### src/rtl/wtc_pkg.sv
package wtc_pkg;

    localparam int ADDR_W     = 32;
    localparam int DATA_W     = 32;
    localparam int BYTE_OFF_W = 2;
    localparam int WADDR_W    = ADDR_W - BYTE_OFF_W;

    typedef logic [WADDR_W-1:0] waddr_t;
    typedef logic [DATA_W-1:0]  word_t;

    typedef struct packed {
        waddr_t waddr;
        word_t  data;
    } wb_entry_t;

    typedef enum logic [1:0] {
        FS_IDLE  = 2'd0,
        FS_DRAIN = 2'd1,
        FS_FILL  = 2'd2
    } fill_state_t;

    function automatic waddr_t word_of(input logic [ADDR_W-1:0] a);
        return a[ADDR_W-1:BYTE_OFF_W];
    endfunction

    function automatic logic same_block(input waddr_t a, input waddr_t b, input int off_w);
        return (a >> off_w) == (b >> off_w);
    endfunction

endpackage

### src/rtl/wtc_line_store.sv
module wtc_line_store
    import wtc_pkg::*;
#(
    parameter int LINES     = 8,
    parameter int BLK_WORDS = 4,
    parameter int TAG_W     = 25
) (
    input  logic                          clk,
    input  logic                          rst,
    input  logic [$clog2(LINES)-1:0]      lk_idx,
    input  logic [$clog2(BLK_WORDS)-1:0]  lk_word,
    input  logic [TAG_W-1:0]              lk_tag,
    output logic                          lk_hit,
    output word_t                         lk_data,
    input  logic                          wr_en,
    input  logic [$clog2(LINES)-1:0]      wr_idx,
    input  logic [$clog2(BLK_WORDS)-1:0]  wr_word,
    input  word_t                         wr_data,
    input  logic                          inv_en,
    input  logic                          val_en,
    input  logic [$clog2(LINES)-1:0]      ln_idx,
    input  logic [TAG_W-1:0]              val_tag
);

    localparam int IDX_W = $clog2(LINES);
    localparam int OFF_W = $clog2(BLK_WORDS);
    localparam int SLOTS = LINES * BLK_WORDS;

    logic [LINES-1:0] valid_q;
    logic [TAG_W-1:0] tag_q  [LINES];
    word_t            data_q [SLOTS];

    always_ff @(posedge clk) begin
        if (rst) begin
            valid_q <= '0;
        end else if (inv_en) begin
            valid_q[ln_idx] <= 1'b0;
        end else if (val_en) begin
            valid_q[ln_idx] <= 1'b1;
        end
    end

    always_ff @(posedge clk) begin
        if (val_en) begin
            tag_q[ln_idx] <= val_tag;
        end
        if (wr_en) begin
            data_q[{wr_idx, wr_word}] <= wr_data;
        end
    end

    always_comb begin
        lk_hit  = valid_q[lk_idx] && (tag_q[lk_idx] == lk_tag);
        lk_data = data_q[{lk_idx, lk_word}];
    end

    // a line is never cleared and validated in the same cycle
    a_r4_inv_val_apart: assert property (@(posedge clk) disable iff (rst)
        inv_en |-> !val_en);

    // the valid flags come out of reset cleared
    a_r10_cold_lines: assert property (@(posedge clk)
        $fell(rst) |-> (valid_q == '0));

    logic unused_w;
    assign unused_w = ^{IDX_W, OFF_W};

endmodule

### src/rtl/wtc_write_buffer.sv
module wtc_write_buffer
    import wtc_pkg::*;
#(
    parameter int DEPTH = 4,
    parameter int OFF_W = 2
) (
    input  logic      clk,
    input  logic      rst,
    input  logic      push,
    input  wb_entry_t push_entry,
    input  logic      pop,
    output wb_entry_t head,
    output logic      empty,
    output logic      full,
    input  waddr_t    snp_waddr,
    output logic      snp_hit,
    output word_t     snp_data,
    output logic      blk_busy
);

    localparam int PTR_W = $clog2(DEPTH);
    localparam int CNT_W = $clog2(DEPTH + 1);

    wb_entry_t         slot_q [DEPTH];
    logic [PTR_W-1:0]  rd_ptr_q;
    logic [PTR_W-1:0]  wr_ptr_q;
    logic [CNT_W-1:0]  count_q;

    assign empty = (count_q == '0);
    assign full  = (count_q == CNT_W'(DEPTH));
    assign head  = slot_q[rd_ptr_q];

    always_ff @(posedge clk) begin
        if (rst) begin
            rd_ptr_q <= '0;
            wr_ptr_q <= '0;
            count_q  <= '0;
        end else begin
            if (push) begin
                wr_ptr_q <= wr_ptr_q + 1'b1;
            end
            if (pop) begin
                rd_ptr_q <= rd_ptr_q + 1'b1;
            end
            case ({push, pop})
                2'b10:   count_q <= count_q + 1'b1;
                2'b01:   count_q <= count_q - 1'b1;
                default: count_q <= count_q;
            endcase
        end
    end

    always_ff @(posedge clk) begin
        if (push) begin
            slot_q[wr_ptr_q] <= push_entry;
        end
    end

    // Scan oldest to youngest; a later match overrides an earlier one.
    always_comb begin
        logic [PTR_W-1:0] slot;
        snp_hit  = 1'b0;
        snp_data = '0;
        blk_busy = 1'b0;
        for (int i = 0; i < DEPTH; i++) begin
            slot = rd_ptr_q + PTR_W'(i);
            if (CNT_W'(i) < count_q) begin
                if (slot_q[slot].waddr == snp_waddr) begin
                    snp_hit  = 1'b1;
                    snp_data = slot_q[slot].data;
                end
                if (same_block(slot_q[slot].waddr, snp_waddr, OFF_W)) begin
                    blk_busy = 1'b1;
                end
            end
        end
    end

    // no store is lost to an overflow
    a_r5_no_overflow: assert property (@(posedge clk) disable iff (rst)
        push |-> !full);

    // the drain never pulls from an empty buffer
    a_r5_no_underflow: assert property (@(posedge clk) disable iff (rst)
        pop |-> !empty);

    // a word match always implies its block is occupied
    a_r7_snoop_in_block: assert property (@(posedge clk) disable iff (rst)
        snp_hit |-> blk_busy);

endmodule

### src/rtl/wtc_refill_fsm.sv
module wtc_refill_fsm
    import wtc_pkg::*;
#(
    parameter int BLK_WORDS = 4
) (
    input  logic                          clk,
    input  logic                          rst,
    input  logic                          miss,
    input  logic                          port_free,
    input  logic                          mem_ready,
    output fill_state_t                   state,
    output logic [$clog2(BLK_WORDS)-1:0]  word_cnt,
    output logic                          rd_req,
    output logic                          fill_we,
    output logic                          fill_begin,
    output logic                          fill_done
);

    localparam int OFF_W = $clog2(BLK_WORDS);
    localparam logic [OFF_W-1:0] LAST = OFF_W'(BLK_WORDS - 1);

    fill_state_t state_q, state_n;
    logic [OFF_W-1:0] cnt_q;

    assign state    = state_q;
    assign word_cnt = cnt_q;
    assign rd_req   = (state_q == FS_FILL);
    assign fill_we  = rd_req && mem_ready;
    assign fill_done = fill_we && (cnt_q == LAST);
    assign fill_begin = (state_q != FS_FILL) && (state_n == FS_FILL);

    always_comb begin
        state_n = state_q;
        case (state_q)
            FS_IDLE: begin
                if (miss) begin
                    state_n = port_free ? FS_FILL : FS_DRAIN;
                end
            end
            FS_DRAIN: begin
                if (port_free) begin
                    state_n = FS_FILL;
                end
            end
            FS_FILL: begin
                if (fill_done) begin
                    state_n = FS_IDLE;
                end
            end
            default: state_n = FS_IDLE;
        endcase
    end

    always_ff @(posedge clk) begin
        if (rst) begin
            state_q <= FS_IDLE;
            cnt_q   <= '0;
        end else begin
            state_q <= state_n;
            if (fill_begin) begin
                cnt_q <= '0;
            end else if (fill_we) begin
                cnt_q <= cnt_q + 1'b1;
            end
        end
    end

    // every refill starts at word 0 of the block
    a_r4_fill_from_zero: assert property (@(posedge clk) disable iff (rst)
        (state_q == FS_FILL && $past(state_q) != FS_FILL) |-> (cnt_q == '0));

    // a refill ends only after the last word arrived
    a_r4_fill_complete: assert property (@(posedge clk) disable iff (rst)
        (state_q == FS_IDLE && $past(state_q) == FS_FILL) |-> ($past(cnt_q) == LAST));

endmodule

### src/rtl/wtc_cache_ctrl.sv
module wtc_cache_ctrl
    import wtc_pkg::*;
#(
    parameter int LINES     = 8,
    parameter int WB_DEPTH  = 4,
    parameter int BLK_WORDS = 4
) (
    input  logic               clk,
    input  logic               rst,
    input  logic               cpu_req,
    input  logic               cpu_we,
    input  logic [ADDR_W-1:0]  cpu_addr,
    input  logic [DATA_W-1:0]  cpu_wdata,
    output logic [DATA_W-1:0]  cpu_rdata,
    output logic               cpu_stall,
    output logic               mem_req,
    output logic               mem_we,
    output logic [WADDR_W-1:0] mem_addr,
    output logic [DATA_W-1:0]  mem_wdata,
    input  logic [DATA_W-1:0]  mem_rdata,
    input  logic               mem_ready
);

    localparam int OFF_W = $clog2(BLK_WORDS);
    localparam int IDX_W = $clog2(LINES);
    localparam int TAG_W = WADDR_W - OFF_W - IDX_W;

    // Address fields
    waddr_t            req_waddr;
    logic [OFF_W-1:0]  req_word;
    logic [IDX_W-1:0]  req_idx;
    logic [TAG_W-1:0]  req_tag;

    assign req_waddr = word_of(cpu_addr);
    assign req_word  = req_waddr[OFF_W-1:0];
    assign req_idx   = req_waddr[OFF_W +: IDX_W];
    assign req_tag   = req_waddr[WADDR_W-1 -: TAG_W];

    // Internal nets
    logic        lk_hit;
    word_t       lk_data;
    logic        snp_hit;
    word_t       snp_data;
    logic        blk_busy;
    wb_entry_t   wb_head;
    logic        wb_empty;
    logic        wb_full;
    logic        wb_pop;
    logic        store_acc;
    logic        store_hit_wr;
    logic        load_ok;
    logic        miss;
    logic        port_free;
    fill_state_t fsm_state;
    logic [OFF_W-1:0] fill_cnt;
    logic        rd_req;
    logic        fill_we;
    logic        fill_begin;
    logic        fill_done;
    logic        ls_wr_en;
    logic [OFF_W-1:0] ls_wr_word;
    word_t       ls_wr_data;
    wb_entry_t   push_entry;

    // Requester side decisions
    assign store_acc    = cpu_req && cpu_we && (fsm_state == FS_IDLE) && !wb_full;
    assign store_hit_wr = store_acc && lk_hit;
    assign load_ok      = cpu_req && !cpu_we && (fsm_state == FS_IDLE) && (lk_hit || snp_hit);
    assign miss         = cpu_req && !cpu_we && !lk_hit && !snp_hit;
    assign cpu_stall    = cpu_req && !(load_ok || store_acc);
    assign cpu_rdata    = snp_hit ? snp_data : lk_data;

    assign push_entry = '{waddr: req_waddr, data: cpu_wdata};

    // Line store write port: refill words take precedence
    assign ls_wr_en   = fill_we || store_hit_wr;
    assign ls_wr_word = fill_we ? fill_cnt : req_word;
    assign ls_wr_data = fill_we ? mem_rdata : cpu_wdata;

    // Memory port mux
    always_comb begin
        mem_req   = rd_req || !wb_empty;
        mem_we    = !rd_req && !wb_empty;
        mem_addr  = rd_req ? {req_tag, req_idx, fill_cnt} : wb_head.waddr;
        mem_wdata = mem_we ? wb_head.data : '0;
    end

    assign wb_pop    = mem_we && mem_ready;
    assign port_free = !blk_busy && (wb_empty || wb_pop);

    wtc_line_store #(
        .LINES     (LINES),
        .BLK_WORDS (BLK_WORDS),
        .TAG_W     (TAG_W)
    ) u_lines (
        .clk     (clk),
        .rst     (rst),
        .lk_idx  (req_idx),
        .lk_word (req_word),
        .lk_tag  (req_tag),
        .lk_hit  (lk_hit),
        .lk_data (lk_data),
        .wr_en   (ls_wr_en),
        .wr_idx  (req_idx),
        .wr_word (ls_wr_word),
        .wr_data (ls_wr_data),
        .inv_en  (fill_begin),
        .val_en  (fill_done),
        .ln_idx  (req_idx),
        .val_tag (req_tag)
    );

    wtc_write_buffer #(
        .DEPTH (WB_DEPTH),
        .OFF_W (OFF_W)
    ) u_wbuf (
        .clk        (clk),
        .rst        (rst),
        .push       (store_acc),
        .push_entry (push_entry),
        .pop        (wb_pop),
        .head       (wb_head),
        .empty      (wb_empty),
        .full       (wb_full),
        .snp_waddr  (req_waddr),
        .snp_hit    (snp_hit),
        .snp_data   (snp_data),
        .blk_busy   (blk_busy)
    );

    wtc_refill_fsm #(
        .BLK_WORDS (BLK_WORDS)
    ) u_fill (
        .clk        (clk),
        .rst        (rst),
        .miss       (miss),
        .port_free  (port_free),
        .mem_ready  (mem_ready),
        .state      (fsm_state),
        .word_cnt   (fill_cnt),
        .rd_req     (rd_req),
        .fill_we    (fill_we),
        .fill_begin (fill_begin),
        .fill_done  (fill_done)
    );

    // a valid tag match in the idle state never stalls
    a_r2_hit_no_stall: assert property (@(posedge clk) disable iff (rst)
        (cpu_req && !cpu_we && fsm_state == FS_IDLE && lk_hit) |-> !cpu_stall);

    // while a refill is waited for or running, the requester is held
    a_r3_busy_holds_cpu: assert property (@(posedge clk) disable iff (rst)
        (cpu_req && fsm_state != FS_IDLE) |-> cpu_stall);

    // a store facing a full buffer is held
    a_r6_full_stalls: assert property (@(posedge clk) disable iff (rst)
        (cpu_req && cpu_we && wb_full) |-> cpu_stall);

    // no refill read while the buffer still owns part of the block
    a_r9_no_stale_read: assert property (@(posedge clk) disable iff (rst)
        (mem_req && !mem_we) |-> !blk_busy);

    // a pending memory request is held unchanged
    a_r11_mem_hold: assert property (@(posedge clk) disable iff (rst)
        (mem_req && !mem_ready) |=> (mem_req && $stable(mem_we) &&
                                     $stable(mem_addr) && $stable(mem_wdata)));

    // no memory traffic straight out of reset
    a_r10_quiet_after_reset: assert property (@(posedge clk)
        $fell(rst) |-> !mem_req);

endmodule

### config.mk
export PLATFORM = sky130hd
export DESIGN_NAME = wtc_cache_ctrl
export DESIGN_NICKNAME = d
export VERILOG_FILES = /design/src/rtl/wtc_pkg.sv /design/src/rtl/wtc_line_store.sv /design/src/rtl/wtc_write_buffer.sv /design/src/rtl/wtc_refill_fsm.sv /design/src/rtl/wtc_cache_ctrl.sv
export SDC_FILE = /design/constraint.sdc
export NUM_CORES = 2
export LEC_CHECK = 0
export BUFFER_PORTS_ARGS = -buffer_cell sky130_fd_sc_hd__buf_4
export CORE_ASPECT_RATIO = 0.9
export CORE_MARGIN = 4
export CORE_UTILIZATION = 60
export CTS_CLUSTER_DIAMETER = 50
export CTS_CLUSTER_SIZE = 8
export DETAILED_ROUTE_END_ITERATION = 10
export PLACE_DENSITY = 0.86
export SLEW_MARGIN = 20
export SYNTH_ARGS = -nofsm -noshare
export SYNTH_HDL_FRONTEND = slang
export SYNTH_HIERARCHICAL = 1
export SYNTH_SLANG_ARGS = --single-unit
### constraint.sdc
create_clock -name clk -period 16.4 [get_ports clk]
set_input_delay 2.46 -clock clk [delete_from_list [all_inputs] [get_ports clk]]
set_output_delay 2.46 -clock clk [all_outputs]
set_load 0.02 [all_outputs]
==> impl_metrics.tcl <==
set metrics [dict create \
    outcome "completed" \
    synth-seq-area-share_pct 67.65 \
    grt_pass1_vias 38390 \
    design.core.area_sq_um 109200 \
    fp.dieH_microns 322.6 \
    clockRootBuffer "clkbuf_16" \
    cp-end-kind "output port" \
    postRouteAntennaNets 0 \
    slowest_delay_ns 0.85 \
    synth_edf_count 1472 \
    io_buffers 195 \
    rows 115 \
    final_cells 5037 \
    final_net_count 3637 \
    htree_levels 4 \
    area_growth_pct 12.94 \
    pwr-share-clk_pct 39.1 \
    placed_cells 4781 \
    syn_avg_cell_area_sq_um 20.16 \
    final.min_clock_period_ns 9.968 \
    cts_max_path_buffers 3 \
    grt_max_degree 100 \
    wl_per_cell_microns 37.99 \
    yosysMostFrequentCell "edfxtp_1" \
    synth_nets 3383 \
    reg2reg_slack_ns 9.95 \
    setup_viol 0 \
    grtUsageTotal_pct 33.25 \
    cp_slowest_cell "buf_4" \
    drv_cap 0 \
    synthTopCellsByCount "edfxtp_1 (1472), mux4_2 (503), mux2i_1 (119)" \
    drtIter0Drc 7349 \
    cts_tree "built" \
    seq_power_share_pct 44.6 \
    io_pins 198 \
    dominantRegCellSynth "edfxtp_1" \
    viasPerCell 7.572 \
    dr.pass1.iters 7 \
    drv_slew 0 \
    cts.sinks 1493 \
    dp_hpwl_microns 98930 \
    ys_types 73 \
    hp-class "reg -> reg" \
    cp_data_arrival_time_ns 7.51 \
    yosys-top-cells-area "edfxtp_1 (67%), mux4_2 (17%), mux2_4 (2.0%)" \
    cts_buffers 205 \
    ir_worst_vdd_mv 0.1183 \
    fmax_mhz 100.3 \
    required_ns 13.94 \
    relSlewSlack_pct 20.72 \
    postLayoutCellArea_sq_um 74500 \
    drive_above_1_share_pct 35.47 \
    crit_family "buffers and inverters" \
    crit_path_cell_trace "clkbuf_8, buf_4, buf_4, mux4_2, mux2i_1, xnor2_1, nor4_1, nand3_1, nor4_2, nor3_2, o21a_1, buf_4" \
    async_flop_share_pct 0 \
    antenna_found_initial 7 \
    p_switching_mw 2.576 \
    final_hold_viol_count 0 \
    start_kind "input pin" \
    placed_area_sq_um 68900 \
    grt_setup_unrepaired "no" \
    grt_pass1_wl_microns 273500 \
    netSwitchingFraction_pct 26.31 \
    timing.critical_path.mode_cell "buf_4" \
    r2r_start "u_wbuf/rd_ptr_q[0]$_SDFFE_PP0P_" \
    initial_utilization_pct 60.40 \
    critical_path_class "in -> out" \
    clock_skew_ns 0.05856 \
    tns_ns 0 \
    synth_area_sq_um 65970 \
    p_leak_nw 23.38 \
    grt_overflow 0 \
    die_w_microns 357.5 \
    path_clk_slew_ns 0.05 \
    post_cts_resized 0 \
    clk_latency_ns 0.82 \
    crit_buf_inv 4 \
    syn_inst 3272 \
    critPathMaxFanout 72 \
    ys_ff_latch 1493 \
    holdBufCountCts 0 \
    synth_top_area_share_pct 67.01 \
    intPower_mw 7.214 \
    rr_worst_depth 16 \
    min_period_over_period_pct 60.78 \
    wirelength_microns 191400 \
    fp.dieArea_sq_um 115300 \
    yosysTopAreaCell "edfxtp_1" \
    gp_congestion 0.8568 \
    worstMarginPinSlew_ns 1.186 \
    yosys_warnings 6 \
    holdPathStages 1 \
    remaining_drc_errors 0 \
    combPwrFrac_pct 16.3 \
    post_cts_buffers 0 \
    powerDensity_nw_per_um2 131.4 \
    num_vias 38140 \
]
==> layout by cell type, fill, tap and decap left out, drive strengths merged, types with 4 or more instances in the layout <==
master      n
mux2i     119
xor2       37
nor3       40
nand2      47
clkinv     13
a211oi      4
o22ai       9
nor2       88
inv        16
ha         10
nor4       15
a22oi       6
and3        6
clkbuf    237
mux2      180
nand2b      7
mux4      503
o21a        6
o2111ai     4
a221oi     11
nand3b      6
and2       42
xnor2     118
o21ai      38
a311oi     34
nand3      36
o211ai     34
nand4      20
dfxtp      21
a21oi      40
a2111oi    34
edfxtp   1472
nor2b       9
buf       273
==> power by group through the flow <==
stage               Clock [mW]  Combinational [mW]  Sequential [mW]
global route              4.02                1.65             4.37
CTS                       3.84                1.56             4.37
finish                    3.83                1.60             4.37
detailed placement           0                1.52             4.44
floorplan                    0                1.13             4.38
global placement             0                1.49             4.43
==> worst max path at each step <==
stage,end,startpoint,cells past startpoint
finish,cpu_stall,cpu_addr[5],12
global route,cpu_stall,cpu_addr[5],12
CTS,cpu_stall,cpu_addr[5],12
detailed placement,cpu_stall,cpu_addr[5],12
global placement,cpu_stall,cpu_addr[5],12
floorplan,cpu_rdata[10],cpu_addr[17],11
==> flip-flops by register name (all words and copies together), names as in the netlist, named ones only <==
register         flops
u_wbuf/slot_q      248
u_lines/data_q    1024
u_wbuf/rd_ptr_q      2
u_wbuf/count_q       3
u_lines/tag_q      200
u_fill/word_cnt      2
u_fill/state         2
u_wbuf/wr_ptr_q      2
==> final cells by class <==
type	instances	area, sq um
clock buffers	236	5268
inverters	12	45.04
clock inverters	17	330.3
flip-flops and latches	1493	44640
fillers	6124	34710
repair buffers	274	2095
multi-input cells	1540	20290
well taps	1462	1829
diodes	3	7.507
==> worst reg2reg max path: cells and delay by family, from the launching register on <==
| family | cells | cell delay [ns] |
|---|---|---|
| buffers and inverters | 3 | 1.78 |
| and+or+nand+nor | 6 | 2.05 |
| AOI/OAI and AO/OA | 6 | 1.12 |
| DFF | 1 | 0.93 |
| muxes | 1 | 0.47 |
==> logic make-up after synthesis <==
group	share of synthesized area, %
xor gates and xnor gates	2.058
DFF	67.65
adders and majority gates	0.1897
and+or+nand+nor	2.654
buffers and inverters	2.054
muxes	22.55
AOI/OAI and AO/OA	2.853
==> per-layer routing <==
| metal | vias to the layer above | global-route usage [%] | share of wire (%) |
|---|---|---|---|
| li1 | 14190 | - | - |
| met1 | 19120 | 42.19 | 32 |
| met3 | 897 | 8.045 | 13 |
| met5 | - | 0 | 0.019 |
| met4 | 6 | 18.64 | 7.1 |
| met2 | 3918 | 53.45 | 48 |
==> stage by stage <==
stage | total power [mW] | setup WS (ns) | hold slack, ns | util (%)
2_1_floorplan | 5.513 | 9.122 | 0.4354 | -
3_3_place_gp | 5.923 | 6.703 | 0.4413 | 63.09
3_5_place_dp | 5.954 | 6.655 | 0.4549 | 63.09
4_1_cts | 9.767 | 6.556 | 0.4685 | 68.21
5_1_grt | 10.04 | 6.322 | 0.4819 | 68.21
6_report | 9.790 | 6.432 | 0.4682 | 68.22
(Power assumes the default switching activity.)
